File: config.mk
export PLATFORM = sky130hd
export DESIGN_NAME = dual_cpu_ctl
export DESIGN_NICKNAME = d
export VERILOG_FILES = /design/src/rtl/dpc_pkg.sv /design/src/rtl/dpc_ipi_unit.sv /design/src/rtl/dpc_cpu_ctrl.sv /design/src/rtl/dual_cpu_ctl.sv
export SDC_FILE = /design/constraint.sdc
export NUM_CORES = 1
export LEC_CHECK = 0
export BUFFER_PORTS_ARGS = -buffer_cell sky130_fd_sc_hd__buf_4
export CAP_MARGIN = 15
export CORE_AREA = 2 2 57 59
export CTS_CLUSTER_DIAMETER = 40
export DETAILED_ROUTE_END_ITERATION = 16
export DIE_AREA = 0 0 59 61
export GPL_TIMING_DRIVEN = 0
export PLACE_DENSITY_LB_ADDON = 0.12
export REMOVE_ABC_BUFFERS = 1
export SYNTH_ARGS = -nofsm -noshare
export SYNTH_HDL_FRONTEND = slang
export SYNTH_SLANG_ARGS = --single-unit
File: constraint.sdc
create_clock -name clk -period 4.4 [get_ports clk]
set_clock_uncertainty 0.15 [all_clocks]
set_input_delay 0.88 -clock clk [delete_from_list [all_inputs] [get_ports clk]]
set_output_delay 0.88 -clock clk [all_outputs]
set_load 0.03 [all_outputs]
File: src/rtl/dpc_pkg.sv
`timescale 1ns/1ps
package dpc_pkg;
  localparam int CTRL_W  = 8;
  localparam int B_RST   = 0;
  localparam int B_FPU   = 1;
  localparam int B_CACHE = 2;
  localparam int B_HOLD  = 3;
  localparam int B_FLUSH = 4;
  localparam int B_ERR   = 5;
  localparam int B_PINT  = 6;
  localparam int B_MASK  = 7;

  // packed from bit 7 down to bit 0
  typedef struct packed {
    logic mask;
    logic pint;
    logic err;
    logic flush;
    logic hold;
    logic cache;
    logic fpu;
    logic rst;
  } ctrl_t;
endpackage

File: src/rtl/dpc_ipi_unit.sv
`timescale 1ns/1ps
module dpc_ipi_unit (
  input  logic clk,
  input  logic rst_n,
  input  logic pint_i,
  input  logic mask_i,
  output logic ipi_req_o
);
  logic pint_d_q, pint_d_n;
  logic pend_q, pend_n;
  logic rise, fire;

  always_comb begin
    rise     = pint_i & ~pint_d_q;
    fire     = pend_q & ~mask_i & pint_i;
    pend_n   = pint_i & (rise | (pend_q & ~fire));
    pint_d_n = pint_i;
  end

  always_ff @(posedge clk or negedge rst_n) begin
    if (!rst_n) begin
      pint_d_q <= 1'b0;
      pend_q   <= 1'b0;
    end else begin
      pint_d_q <= pint_d_n;
      pend_q   <= pend_n;
    end
  end

  assign ipi_req_o = fire;


  pend_held_chk: assert property (@(posedge clk) disable iff (!rst_n)
    (pend_q && mask_i && pint_i) |=> pend_q);


  single_req_chk: assert property (@(posedge clk) disable iff (!rst_n)
    ipi_req_o |=> !ipi_req_o);
endmodule

File: src/rtl/dpc_cpu_ctrl.sv
`timescale 1ns/1ps
module dpc_cpu_ctrl
  import dpc_pkg::*;
#(
  parameter bit FULL = 1'b1
) (
  input  logic              clk,
  input  logic              rst_n,
  input  logic              wr_i,
  input  logic [CTRL_W-1:0] wdata_i,
  input  logic              reloc_wr_i,
  input  logic              fpu_present_i,
  input  logic              fpu_err_i,
  output logic [CTRL_W-1:0] ctrl_rd_o,
  output logic              cpu_rst_o,
  output logic              cache_en_o,
  output logic              bus_hold_o,
  output logic              cache_inv_o,
  output logic              ipi_req_o
);
  logic rst_q, rst_n2;
  logic cache_q, cache_n;
  logic hold_q, hold_n;
  logic flush_q, flush_n;
  logic err_q, err_n;
  logic pint_q, pint_n;
  logic mask_q, mask_n;
  logic inv_q, inv_n;
  ctrl_t rd;

  always_comb begin
    rst_n2  = rst_q;
    cache_n = cache_q;
    hold_n  = hold_q;
    flush_n = flush_q;
    err_n   = err_q;
    pint_n  = pint_q;
    mask_n  = mask_q;
    if (wr_i) begin
      flush_n = wdata_i[B_FLUSH];
      pint_n  = wdata_i[B_PINT];
      mask_n  = wdata_i[B_MASK];
      if (!wdata_i[B_ERR]) err_n = 1'b0;
      if (FULL) begin
        rst_n2  = wdata_i[B_RST];
        cache_n = wdata_i[B_CACHE];
        hold_n  = wdata_i[B_HOLD];
      end
    end
    if (fpu_err_i) err_n = 1'b1;
    inv_n = reloc_wr_i | (wr_i & flush_q & ~wdata_i[B_FLUSH]);
  end

  always_ff @(posedge clk or negedge rst_n) begin
    if (!rst_n) begin
      rst_q   <= 1'b0;
      cache_q <= 1'b0;
      hold_q  <= 1'b0;
      flush_q <= 1'b0;
      err_q   <= 1'b0;
      pint_q  <= 1'b0;
      mask_q  <= 1'b0;
      inv_q   <= 1'b0;
    end else begin
      rst_q   <= rst_n2;
      cache_q <= cache_n;
      hold_q  <= hold_n;
      flush_q <= flush_n;
      err_q   <= err_n;
      pint_q  <= pint_n;
      mask_q  <= mask_n;
      inv_q   <= inv_n;
    end
  end

  always_comb begin
    rd.rst   = rst_q;
    rd.fpu   = fpu_present_i;
    rd.cache = cache_q;
    rd.hold  = hold_q;
    rd.flush = flush_q;
    rd.err   = err_q;
    rd.pint  = pint_q;
    rd.mask  = mask_q;
  end

  assign ctrl_rd_o   = rd;
  assign cpu_rst_o   = rst_q;
  assign cache_en_o  = cache_q;
  assign bus_hold_o  = hold_q;
  assign cache_inv_o = inv_q;

  dpc_ipi_unit u_ipi (
    .clk      (clk),
    .rst_n    (rst_n),
    .pint_i   (pint_q),
    .mask_i   (mask_q),
    .ipi_req_o(ipi_req_o)
  );


  err_sticky_chk: assert property (@(posedge clk) disable iff (!rst_n)
    fpu_err_i |=> ctrl_rd_o[B_ERR]);


  hold_stable_chk: assert property (@(posedge clk) disable iff (!rst_n)
    !$past(wr_i) |-> $stable(bus_hold_o));
endmodule

File: src/rtl/dual_cpu_ctl.sv
`timescale 1ns/1ps
module dual_cpu_ctl
  import dpc_pkg::*;
#(
  parameter int                ADDR_W     = 16,
  parameter logic [ADDR_W-1:0] CTRL0_ADDR = 16'h0040,
  parameter logic [ADDR_W-1:0] CTRL1_ADDR = 16'h0041,
  parameter logic [ADDR_W-1:0] VEC1_ADDR  = 16'h0042,
  parameter logic [ADDR_W-1:0] ID_ADDR    = 16'h0043,
  parameter logic [ADDR_W-1:0] RELOC_ADDR = 16'h0044,
  parameter logic [CTRL_W-1:0] P0_LINE    = 8'd13,
  parameter logic [CTRL_W-1:0] P0_ID      = 8'h00,
  parameter logic [CTRL_W-1:0] P1_ID      = 8'hF0
) (
  input  logic              clk,
  input  logic              rst_n,
  input  logic [ADDR_W-1:0] io_addr,
  input  logic              io_wr,
  input  logic [CTRL_W-1:0] io_wdata,
  input  logic              io_src,
  output logic [CTRL_W-1:0] io_rdata,
  input  logic [1:0]        fpu_present,
  input  logic [1:0]        fpu_err,
  output logic [1:0]        cpu_rst,
  output logic [1:0]        cache_en,
  output logic [1:0]        bus_hold,
  output logic [1:0]        cache_inv,
  output logic [1:0]        ipi_req,
  output logic [CTRL_W-1:0] ipi_vec0,
  output logic [CTRL_W-1:0] ipi_vec1
);
  localparam int NCPU = 2;

  logic [1:0]        sync_q;
  logic              rst_i;
  logic              reloc_wr;
  logic [CTRL_W-1:0] vec_q, vec_n;
  logic [CTRL_W-1:0] ctrl_rd [NCPU];
  logic [NCPU-1:0]   ctrl_wr;

  always_ff @(posedge clk or negedge rst_n) begin
    if (!rst_n) sync_q <= 2'b00;
    else        sync_q <= {sync_q[0], 1'b1};
  end
  assign rst_i = sync_q[1];

  assign reloc_wr = io_wr && (io_addr == RELOC_ADDR);

  genvar i;
  generate
    for (i = 0; i < NCPU; i++) begin : g_cpu
      localparam logic [ADDR_W-1:0] MY_ADDR = (i == 0) ? CTRL0_ADDR : CTRL1_ADDR;
      assign ctrl_wr[i] = io_wr && (io_addr == MY_ADDR);
      dpc_cpu_ctrl #(.FULL(i != 0)) u_ctrl (
        .clk          (clk),
        .rst_n        (rst_i),
        .wr_i         (ctrl_wr[i]),
        .wdata_i      (io_wdata),
        .reloc_wr_i   (reloc_wr),
        .fpu_present_i(fpu_present[i]),
        .fpu_err_i    (fpu_err[i]),
        .ctrl_rd_o    (ctrl_rd[i]),
        .cpu_rst_o    (cpu_rst[i]),
        .cache_en_o   (cache_en[i]),
        .bus_hold_o   (bus_hold[i]),
        .cache_inv_o  (cache_inv[i]),
        .ipi_req_o    (ipi_req[i])
      );
    end
  endgenerate

  always_comb begin
    vec_n = vec_q;
    if (io_wr && (io_addr == VEC1_ADDR)) vec_n = io_wdata;
  end

  always_ff @(posedge clk or negedge rst_i) begin
    if (!rst_i) vec_q <= '0;
    else        vec_q <= vec_n;
  end

  always_comb begin
    io_rdata = '0;
    if (io_addr == CTRL0_ADDR)      io_rdata = ctrl_rd[0];
    else if (io_addr == CTRL1_ADDR) io_rdata = ctrl_rd[1];
    else if (io_addr == VEC1_ADDR)  io_rdata = vec_q;
    else if (io_addr == ID_ADDR)    io_rdata = io_src ? P1_ID : P0_ID;
  end

  assign ipi_vec0 = P0_LINE;
  assign ipi_vec1 = vec_q;


  inv_cause_chk: assert property (@(posedge clk) disable iff (!rst_i)
    (cache_inv != 2'b00) |-> $past(io_wr));


  reloc_both_chk: assert property (@(posedge clk) disable iff (!rst_i)
    $past(reloc_wr) |-> (cache_inv == 2'b11));
endmodule

* Yosys cells after proc, flatten, opt, wreduce, memory -nomap -nowiden
Index checks and enable logic that the tools add are counted.
Operators by class: equality and inequality tests 7, mux-type cells 10, bitwise gates (word level) 25, reductions and logical operators 8
Operator list (number):
- equality test 16 x 7 -> 1 bit, second input constant | 5
- two-way mux 8 bit | 5
- AND 1 bit | 14
- NOT 1 bit | 7
- two-way mux 1 bit | 5
- logical AND 1 bit | 4
- != test 2 x 1 -> 1 bit, second input constant | 2
- OR 1 bit | 4
- AND reduction 2 bit | 2
- nonzero test 2 bit | 2
Word-level totals: output and inout port bits 34, register bits 27, word-level logic and storage cells 69, bits of input ports 32

* Depth between registers and ports, before layout
Gate-level depths: netlist of the first run.
depth after elaboration 7, depth in mapped cells 5, mapped depth without buffers 4

* Hierarchy
A second synthesis of the first run with hierarchy kept.
Unflattened totals: cell total of the unflattened synthesis 149, area total of the unflattened synthesis 1546.5 um^2
By module, submodules not included:
- dual_cpu_ctl | seq. area each 250.2 um^2, cells an instance 86, area an instance 752.0 um^2, times used 1
- dpc_cpu_ctrl (g_cpu[1].u_ctrl) | seq. area each 200.2 um^2, cells an instance 27, area an instance 386.6 um^2, times used 1
- dpc_cpu_ctrl (g_cpu[0].u_ctrl) | seq. area each 125.1 um^2, cells an instance 24, area an instance 270.3 um^2, times used 1
- dpc_ipi_unit | seq. area each 50.0 um^2, cells an instance 6, area an instance 68.8 um^2, times used 2

* Least setup slack after synthesis of the first run
OpenSTA, ideal clock, no wires.
path kind input -> output, from input port io_addr[2], to output port io_rdata[4], required time 3.370 ns, stages 4, data arrival time 2.360 ns, setup slack 1.010 ns, buffers on the path 1, cells stage by stage clkbuf_1 > nor3_1 > nand4_1 > a211oi_1
On the way: longest elaborated chain between the ends 5
Ends and longest elaborated chain:
- start, declared | line dual_cpu_ctl.sv:17 | input logic [ADDR_W-1:0] io_addr,
- equality test 16 x 7 -> 1 bit | line dual_cpu_ctl.sv:87 | else if (io_addr == ID_ADDR) io_rdata = io_src ? P1_ID : P0_ID;
- two-way mux 8 bit | line dual_cpu_ctl.sv:87
- two-way mux 8 bit | line dual_cpu_ctl.sv:86 | else if (io_addr == VEC1_ADDR) io_rdata = vec_q;
- two-way mux 8 bit | line dual_cpu_ctl.sv:85 | else if (io_addr == CTRL1_ADDR) io_rdata = ctrl_rd[1];
- two-way mux 8 bit (*) | line dual_cpu_ctl.sv:84 | if (io_addr == CTRL0_ADDR) io_rdata = ctrl_rd[0];
- end, declared | line dual_cpu_ctl.sv:21 | output logic [CTRL_W-1:0] io_rdata,
Every way passes the cells marked *; elsewhere a longest branch is shown, timed or not.

* Worst setup path in the final report of the first run
from input port io_addr[7], to output port io_rdata[4]
Same word-level chain as after synthesis.

==> out/metrics.yaml, run 1 <==
run_status:
  outcome: "complete, no violations"
critical_path:
  worstPathCellList: "buf_4 > nor3_1 > nand4_1 > a211oi_1 > buf_4"
  crit_path_end_kind: "output port"
  slowest_stage: "nand4_1"
  cp.required_ps: 3370
  crit_buf_inv: 2
  criticalPathCategory: "in -> out"
  critPathMaxStageDelay_ps: 430
  arrival_ps: 2340
  r2r_cells: 3
  crit_fanout: 8
  crit_top_cell: "buf_4"
  r2r_start: "g_cpu[1].u_ctrl.flush_q$_DFFE_PN0P_"
  reg2reg_slack_ps: 3170
  r2r_end: "g_cpu[1].u_ctrl.cache_inv_o$_DFF_PN0_"
  crit_family: "simple AND/OR/NAND/NOR gates"
  cp-start-kind: "input pin"
timing:
  hold_viol_final: 0
  maxSlewViolCount: 0
  relSlewSlack_pct: 36.6
  worst_pin_slew_ps: 951
  fin_crit_sh_pct: 76.6
  period_needed_ps: 3370
  finalSetupViolCount: 0
  max_freq_mhz: 297
  setup-tns-final_ps: 0
  whs_ps: 137
  grt_setup_unrepaired: "false"
clock_network:
  htree_num_levels: 1
  cts-root-buf: "clkbuf_4"
  cts_sinks: 27
  cts_tree: "yes"
  hold_buffers: 0
  insertion_delay_ps: 340
  clkTransAtPathRegs_ps: 150
  numCtsBuffers: 3
  post_cts_buffers: 0
  cts_resized: 0
  clockBufferDepth: 2
synth:
  synthTopCellsByArea: "dfrtp_1, mux2_2, buf_4, a211oi_1, nor3_4"
  netlist_area_mm2: 0.00146
  ys_warn_count: 0
  seq_area_frac_synth_pct: 46.4
  synth_top_area_share_pct: 46.4
  netlist-cell-type-count: 28
  synth_seq_cells: 27
  syn_area_per_cell_um2: 11.6
  synthMostInstantiatedCell: "dfrtp_1"
  syn-instance-count: 126
  yosys.area.top_type: "dfrtp_1"
  ys_async_sr_fraction_pct: 100
  synth_edf_count: 0
  synthTopCellsByCount: "dfrtp_1, buf_4, mux2_2, a211oi_1, nor2_1"
  yosys_most_used_dff: "dfrtp_1"
layout:
  fin_area_mm2: 0.00182
  n_antenna_cell: 0
  layout-drive-gt1-share_pct: 45.7
  synthToLayoutAreaGrowth_pct: 25.3
  fillCellCount: 261
  fin_nets: 206
min_path:
  min_path_type: "in -> async"
power:
  p_leak_nw: 0.911
  powerDensity_mw_per_mm2: 230
  ir_worst_vdd_v: 0.000198
  finalPower_w: 0.000419
die:
  start_util_pct: 49.3
  die_w_um: 59
  num_rows: 20
  core_area_mm2: 0.00295
  die_area_mm2: 0.00360
  io-pin-count: 66
  die_y_um: 61
grt:
  grtUsageTotal_pct: 17.4
  grt_overflow: 0
  antenna_found_initial: 0
  grt_pass1_vias: 999
  grt_pass1_wl_mm: 4.65
  grt_max_degree: 26
route:
  vias: 1079
  drt-vias-per-instance: 5.24
  drc_errors: 0
  wire_per_inst_um: 13.7
  first_iter_violations: 27
  finalWirelength_mm: 2.83
  dr.pass1.iters: 4
  ant_nets: 0
run:
  maxCapViolations: 0
place:
  dp_hpwl_mm: 2.18
  gp_congestion: 0.781
  placed_cell_area_mm2: 0.00179
  io_buffers: 54
==> per-layer routing <==
layer / part of all wire [%] / GRT usage (%)
met5: 0 / 0
met4: 2.2 / 8.77
met3: 8.1 / 2.77
met2: 49 / 29.2
met1: 40 / 21.8
==> layout make-up <==
cell class | instances | area [µm²] | area share [%]
Clock buffer | 3 | 22.5 | 1.23
Tap cell | 33 | 41.3 | 2.26
Inverter | 2 | 7.51 | 0.412
Sequential cell | 27 | 676 | 37.0
Clock inverter | 1 | 7.51 | 0.412
Timing Repair Buffer | 54 | 405 | 22.2
Multi-Input combinational cell | 86 | 664 | 36.4
==> sequential cells by signal, indices dropped and copies added (netlist names) <==
register	flops
sync_q	2
g_cpu.u_ctrl.mask_q	2
ipi_vec1	8
g_cpu.u_ctrl.cache_inv_o	2
g_cpu.u_ctrl.pint_q	2
g_cpu.u_ctrl.cpu_rst_o	1
g_cpu.u_ctrl.u_ipi.pend_q	2
g_cpu.u_ctrl.bus_hold_o	1
g_cpu.u_ctrl.flush_q	2
g_cpu.u_ctrl.u_ipi.pint_d_q	2
g_cpu.u_ctrl.cache_en_o	1
g_cpu.u_ctrl.err_q	2
==> through the flow <==
step                      instances  setup WS, ps  utilization (%)
final                           206          1030             61.8
after global routing            206           835             61.8
after CTS                       206           974             61.8
after detailed placement        202           972             60.8
after global placement          202           998             60.8
after floorplan                 115          1060                -
==> where the power goes <==
group          leakage, nW  internal (W)  switching (W)
registers            0.362      0.000249     0.00000424
clock network       0.0139     0.0000349      0.0000752
logic                0.534     0.0000233      0.0000321
==> layout by cell type, fill, tap and decap left out <==
cell type / count
a211oi_1: 8
a21boi_0: 2
a21oi_1: 3
a22oi_1: 3
and3b_1: 2
buf_4: 54
clkbuf_4: 3
clkinvlp_4: 1
conb_1: 12
dfrtp_1: 27
inv_1: 2
mux2_1: 2
mux2_2: 15
mux2i_1: 1
nand2_1: 3
nand2b_1: 3
nand3b_1: 2
nand4_1: 1
nand4_4: 1
nor2_1: 7
nor2b_1: 5
nor3_1: 3
nor3_2: 1
nor3_4: 2
nor4_4: 1
nor4b_1: 2
nor4b_4: 1
o21ai_0: 4
o41ai_1: 2
==> logic make-up after synthesis <==
group / count (synthesis) / synth area share [%]
AO/OA/AOI/OAI: 22 / 10.3
multiplexers: 18 / 13.8
AND/OR/NAND/NOR: 34 / 18.4
buffers and inverters: 23 / 10.6
flip-flops: 27 / 46.4
other: 2 / 0.516
==> how the worst max path moves through the flow <==
stage | from | endpoint | cells past startpoint
2_1_floorplan | io_addr[7] | io_rdata[4] | 3
3_3_place_gp | io_addr[7] | io_rdata[4] | 5
3_5_place_dp | io_addr[7] | io_rdata[4] | 5
4_1_cts | io_addr[7] | io_rdata[4] | 5
5_1_grt | io_addr[7] | io_rdata[4] | 5
6_report | io_addr[7] | io_rdata[4] | 5
Power figures use the tool's default switching activity.
==> run 2: changes to the inputs <==
--- a/config.mk
+++ b/config.mk
@@ -5,12 +5,13 @@
 export SDC_FILE = /design/constraint.sdc
 export NUM_CORES = 1
 export LEC_CHECK = 0
+export ABC_AREA = 1
 export BUFFER_PORTS_ARGS = -buffer_cell sky130_fd_sc_hd__buf_4
 export CAP_MARGIN = 15
-export CORE_AREA = 2 2 57 59
+export CORE_AREA = 2 2 64 66
 export CTS_CLUSTER_DIAMETER = 40
 export DETAILED_ROUTE_END_ITERATION = 16
-export DIE_AREA = 0 0 59 61
+export DIE_AREA = 0 0 66 68
 export GPL_TIMING_DRIVEN = 0
 export PLACE_DENSITY_LB_ADDON = 0.12
 export REMOVE_ABC_BUFFERS = 1
==> constraint.sdc (replaced) <==
create_clock -name clk -period 2.9 [get_ports clk]
set_clock_uncertainty 0.15 [all_clocks]
set_input_delay 0.58 -clock clk [delete_from_list [all_inputs] [get_ports clk]]
set_output_delay 0.58 -clock clk [all_outputs]
set_load 0.03 [all_outputs]
==> run 2 against run 1 <==
Register-to-register slack got worse by 1500 ps. Via count increased by 20%. Setup slack worse by 820 ps. Clock-buffer cell count did not move. Highest routed layer unchanged. Clock power is 97% higher. First-iteration DRC count rose by 140%. Synthesized cell count up 52%. Die area is 25% higher. Sequential share of layout area shrank 1.9 points.
==> out/metrics.yaml, run 2 <==
run_status:
  outcome: "complete, no violations"
power:
  ir_worst_vdd_v: 0.000267
  powerDensity_mw_per_mm2: 351
  p_switching_w: 0.000169
  internal_power_w: 0.000506
  power_frac_clock_pct: 32.1
  p_leak_nw: 1.05
  finalPower_w: 0.000675
  p_sw_share_pct: 25.1
  seqPwrFrac_pct: 56.9
  pwr-share-comb_pct: 10.9
timing:
  maxSlewViolCount: 0
  whs_ps: 214
  period_needed_ps: 2690
  hold_viol_final: 0
  worst_pin_slew_ps: 1020
  max_freq_mhz: 372
  finalSetupViolCount: 0
  fin_crit_sh_pct: 92.8
  fin_ws_ps: 210
  grt_setup_unrepaired: "false"
  relSlewSlack_pct: 32.2
  setup-tns-final_ps: 0
synth:
  ys_async_sr_fraction_pct: 100
  synthTopCellsByArea: "dfrtp_1, nand2_1, buf_4, inv_1, nand3_1"
  synth_edf_count: 0
  yosys_most_used_dff: "dfrtp_1"
  syn_area_per_cell_um2: 8.00
  synth_top_area_share_pct: 44.2
  synthTopCellsByCount: "nand2_1, dfrtp_1, buf_4, inv_1, nor2_1"
  syn-instance-count: 191
  seq_area_frac_synth_pct: 44.2
  yosys.area.top_type: "dfrtp_1"
  synthMostInstantiatedCell: "nand2_1"
  netlist-cell-type-count: 25
  netlist_area_mm2: 0.00153
  synth_seq_cells: 27
  ys_warn_count: 0
clock_network:
  cts-root-buf: "clkbuf_8"
  numCtsBuffers: 3
  clockBufferDepth: 2
  insertion_delay_ps: 270
  clkTransAtPathRegs_ps: 90
  cts_sinks: 27
  htree_num_levels: 1
  cts_tree: "yes"
critical_path:
  cp-start-kind: "input pin"
  critPathMaxStageDelay_ps: 300
  startpoint: "io_addr[13]"
  criticalPathCategory: "in -> out"
  reg2reg_slack_ps: 1710
  cp-endpoint: "io_rdata[5]"
  r2r_start: "sync_q[1]$_DFF_PN0_"
  worstPathCellList: "buf_4 > nor2_1 > nand2_1 > nor2_4 > nand3_1 > inv_1 > nor2_1 > nand2_1 > nand2_1 > buf_4"
  cp.required_ps: 2170
  crit_top_cell: "nand2_1"
  r2r_end: "g_cpu[1].u_ctrl.cache_inv_o$_DFF_PN0_"
  crit_fanout: 13
  crit_path_end_kind: "output port"
  r2r_cells: 0
  arrival_ps: 1960
  slowest_stage: "nor2_4"
die:
  start_util_pct: 39.6
  core_area_mm2: 0.00386
  die_area_mm2: 0.00449
  num_rows: 23
  die_y_um: 68
  die_w_um: 66
  io-pin-count: 66
layout:
  largest_reg_flops: 8
  n_antenna_cell: 0
  fin_nets: 271
  layout-drive-gt1-share_pct: 31.9
  final_cell_mix: "buf_4, nand2_1, dfrtp_1"
  final_common_cell: "buf_4"
  fillCellCount: 405
  finalCoreUtilization_pct: 49.9
  regArea_um2: 676
  synthToLayoutAreaGrowth_pct: 26.0
  multi_input_area_um2: 653
place:
  dp_hpwl_mm: 2.47
  io_buffers: 54
  post-place-ws_ps: 25.1
  gp_congestion: 0.761
min_path:
  min_path_type: "reg -> reg"
  holdPathStages: 0
route:
  vias: 1294
  first_iter_violations: 65
  wire_per_inst_um: 11.4
  dr.pass1.iters: 4
  drc_errors: 0
  drt-vias-per-instance: 4.49
  finalWirelength_mm: 3.29
  ant_nets: 0
grt:
  grtUsageTotal_pct: 15.5
  grt_max_degree: 26
  grt_pass1_wl_mm: 5.23
  antenna_found_initial: 0
  grt_pass1_vias: 1094
  grt_overflow: 0
run:
  maxCapViolations: 0
run 2: cell families (layout without fill, tap and decap cells):
logic type / after synthesis / count (layout) / synth area share (%)
AND/OR/NAND/NOR: 100 / 100 / 31.0
buffers and inverters: 41 / 78 / 15.8
flip-flops: 27 / 27 / 44.2
AO/OA/AOI/OAI: 21 / 21 / 8.52
other: 2 / 12 / 0.492
run 2: layout make-up:
class | instances | share of cell area [%]
Sequential cell | 27 | 35.1
Clock inverter | 1 | 0.260
Clock buffer | 3 | 2.15
Timing Repair Buffer | 55 | 21.6
Inverter | 19 | 3.71
Multi-Input combinational cell | 133 | 33.9
Tap cell | 50 | 3.25
run 2: power groups by stage:
stage | combinational (W) | clock, W | sequential, W
floorplan | 0.0000329 | 0 | 0.000390
global placement | 0.0000723 | 0 | 0.000392
detailed placement | 0.0000724 | 0 | 0.000393
CTS | 0.0000737 | 0.000221 | 0.000385
global route | 0.0000809 | 0.000245 | 0.000386
finish | 0.0000737 | 0.000217 | 0.000384
run 2: critical path: cells and delay by family:
kind	cells	cell delay [ps]
and+or+nand+nor	7	870
buffers and inverters	3	520
run 2: worst min path at each step:
stage	startpoint	endpoint	slack (ps)
floorplan	rst_n	sync_q[0]$_DFF_PN0_	130
global placement	sync_q[0]$_DFF_PN0_	sync_q[1]$_DFF_PN0_	180
detailed placement	sync_q[0]$_DFF_PN0_	sync_q[1]$_DFF_PN0_	190
CTS	sync_q[0]$_DFF_PN0_	sync_q[1]$_DFF_PN0_	220
global route	sync_q[0]$_DFF_PN0_	sync_q[1]$_DFF_PN0_	220
finish	sync_q[0]$_DFF_PN0_	sync_q[1]$_DFF_PN0_	210
run 2: repair_timing:
item | in CTS | in global routing
buffers inserted | 0 | 0
setup endpoints to repair | 0 | 5
resized for setup | 0 | 1
endpoints found under the hold margin | 2 | 0
hold buffers | 1 | 0
run 2: per-stage QoR:
step / area, µm² / cells
after floorplan: 1400 / 179
after global placement: 1860 / 283
after detailed placement: 1860 / 283
after CTS: 1920 / 288
after global routing: 1920 / 288
final: 1920 / 288
run 2: routing by layer:
metal	vias up	global-route usage, %	part of all wire (%)
met1	573	21.5	46
met5	-	0	0
met4	0	5.36	1.3
met3	5	3.78	9.0
li1	667	-	-
met2	49	23.7	44
==> run 3: changes to the inputs <==
==> constraint.sdc (replaced) <==
create_clock -name clk -period 2.9 [get_ports clk]
set_clock_uncertainty 0.15 [all_clocks]
set_input_delay 0.29 -clock clk [delete_from_list [all_inputs] [get_ports clk]]
set_output_delay 0.29 -clock clk [all_outputs]
set_load 0.03 [all_outputs]
==> run 3 against run 2 <==
Total power hardly changed. First-iteration DRC count is 48% higher. Non-clock buffer count stayed put. Largest power group unchanged.
==> out/metrics.yaml, run 3 (synthesized netlist as in run 2, its figures left out) <==
run_status:
  outcome: "complete, no violations"
critical_path:
  cp.required_ps: 2460
  crit_fanout: 13
  criticalPathCategory: "in -> out"
  arrival_ps: 1840
  crit_path_end_kind: "output port"
  cp-start-kind: "input pin"
timing:
  max_freq_mhz: 438
  worst_pin_slew_ps: 1010
  whs_ps: 43.9
  grt_setup_unrepaired: "false"
  setup-tns-final_ps: 0
  relSlewSlack_pct: 32.4
  maxSlewViolCount: 0
  finalSetupViolCount: 0
  period_needed_ps: 2280
  fin_ws_ps: 617
  fin_crit_sh_pct: 78.7
  hold_viol_final: 0
grt:
  grt_pass1_wl_mm: 5.23
  grt_max_degree: 26
  grt_pass1_vias: 1094
  grt_overflow: 0
  antenna_found_initial: 0
  grtUsageTotal_pct: 15.5
place:
  gp_congestion: 0.761
  io_buffers: 54
  dp_cells: 283
  placed_cell_area_mm2: 0.00186
  dp_hpwl_mm: 2.47
  post-place-ws_ps: 605
route:
  drc_errors: 0
  drt-vias-per-instance: 4.49
  vias: 1293
  wire_per_inst_um: 11.4
  ant_nets: 0
  finalWirelength_mm: 3.29
  first_iter_violations: 96
  dr.pass1.iters: 4
layout:
  regArea_um2: 676
  stdcell_count: 288
  layout-drive-gt1-share_pct: 31.9
  final_cell_mix: "buf_4, nand2_1, dfrtp_1"
  final_common_cell: "buf_4"
  multi_input_area_um2: 648
  fin_area_mm2: 0.00192
  synthToLayoutAreaGrowth_pct: 25.6
  fin_nets: 271
  fillCellCount: 403
  largest_reg_flops: 8
  n_antenna_cell: 0
clock_network:
  insertion_delay_ps: 270
  htree_num_levels: 1
  cts_sinks: 27
  clockBufferDepth: 2
  post_cts_buffers: 0
  cts_tree: "yes"
  cts-root-buf: "clkbuf_8"
  clkTransAtPathRegs_ps: 100
  numCtsBuffers: 3
die:
  core_area_mm2: 0.00386
  start_util_pct: 39.6
  io-pin-count: 66
  die_y_um: 68
  die_area_mm2: 0.00449
  die_w_um: 66
  num_rows: 23
min_path:
  min_path_type: "in -> reg"
power:
  powerDensity_mw_per_mm2: 352
  p_leak_nw: 1.05
  ir_worst_vdd_v: 0.000267
run:
  maxCapViolations: 0
[run 3: cell types whose count changed in the layout (fill, tap and decap cells not counted)]
cell	before	now
nor2_4	3	2
nor2_2	1	2
[run 3: area by class of cell]
class / instances / share of cell area (%)
multi-input combinational: 133 / 33.8
clock inverter: 1 / 0.261
clock buffer: 3 / 2.15
tap: 50 / 3.26
timing repair buffer: 55 / 21.6
inverter: 19 / 3.72
sequential: 27 / 35.2
[run 3: final timing paths]
| kind | slack (ps) | from | cells after the start | end |
|---|---|---|---|---|
| min in group asynchronous | 170 | rst_n | 2 | sync_q[0]$_DFF_PN0_ |
| max in group asynchronous | 1710 | sync_q[1]$_DFF_PN0_ | 0 | g_cpu[1].u_ctrl.cache_inv_o$_DFF_PN0_ |
| worst min-delay path | 40 | fpu_err[0] | 3 | g_cpu[0].u_ctrl.err_q$_DFFE_PN0P_ |
| worst max register to register | 1710 | sync_q[1]$_DFF_PN0_ | 0 | g_cpu[1].u_ctrl.cache_inv_o$_DFF_PN0_ |
| worst min register to register | 210 | sync_q[0]$_DFF_PN0_ | 0 | sync_q[1]$_DFF_PN0_ |
| worst max-delay path | 620 | io_addr[15] | 10 | io_rdata[5] |
[run 3: worst max-delay path, cell delays in order]
cell	delay, ps
buf_4	110
nor2_1	90
nand2_1	70
nor2_2	440
nand3_1	220
inv_1	270
nor2_1	80
nand2_1	70
nand2_1	50
buf_4	160
[run 3: through the flow]
stage | power, W | utilization (%)
2_1_floorplan | 0.000423 | -
3_3_place_gp | 0.000465 | 48.3
3_5_place_dp | 0.000465 | 48.3
4_1_cts | 0.000679 | 49.8
5_1_grt | 0.000711 | 49.8
6_report | 0.000675 | 49.8
[run 3: timing repair]
action / 4_1_cts / 5_1_grt
hold endpoints to repair: 2 / 0
hold buffers: 1 / 0
resized for setup: 0 / 0
[run 3: where the power goes]
group	total (W)	switching, W	internal [W]
Clock	0.000217	0.000121	0.0000964
Sequential	0.000384	0.00000689	0.000378
Combinational	0.0000734	0.0000414	0.0000320
[run 3: routing by layer]
metal,vias up,GRT usage (%),part of all wire (%)
li1,667,-,-
met1,572,21.5,46
met2,49,23.7,44
met3,5,3.78,9.0
met4,0,5.36,1.3
met5,-,0,0
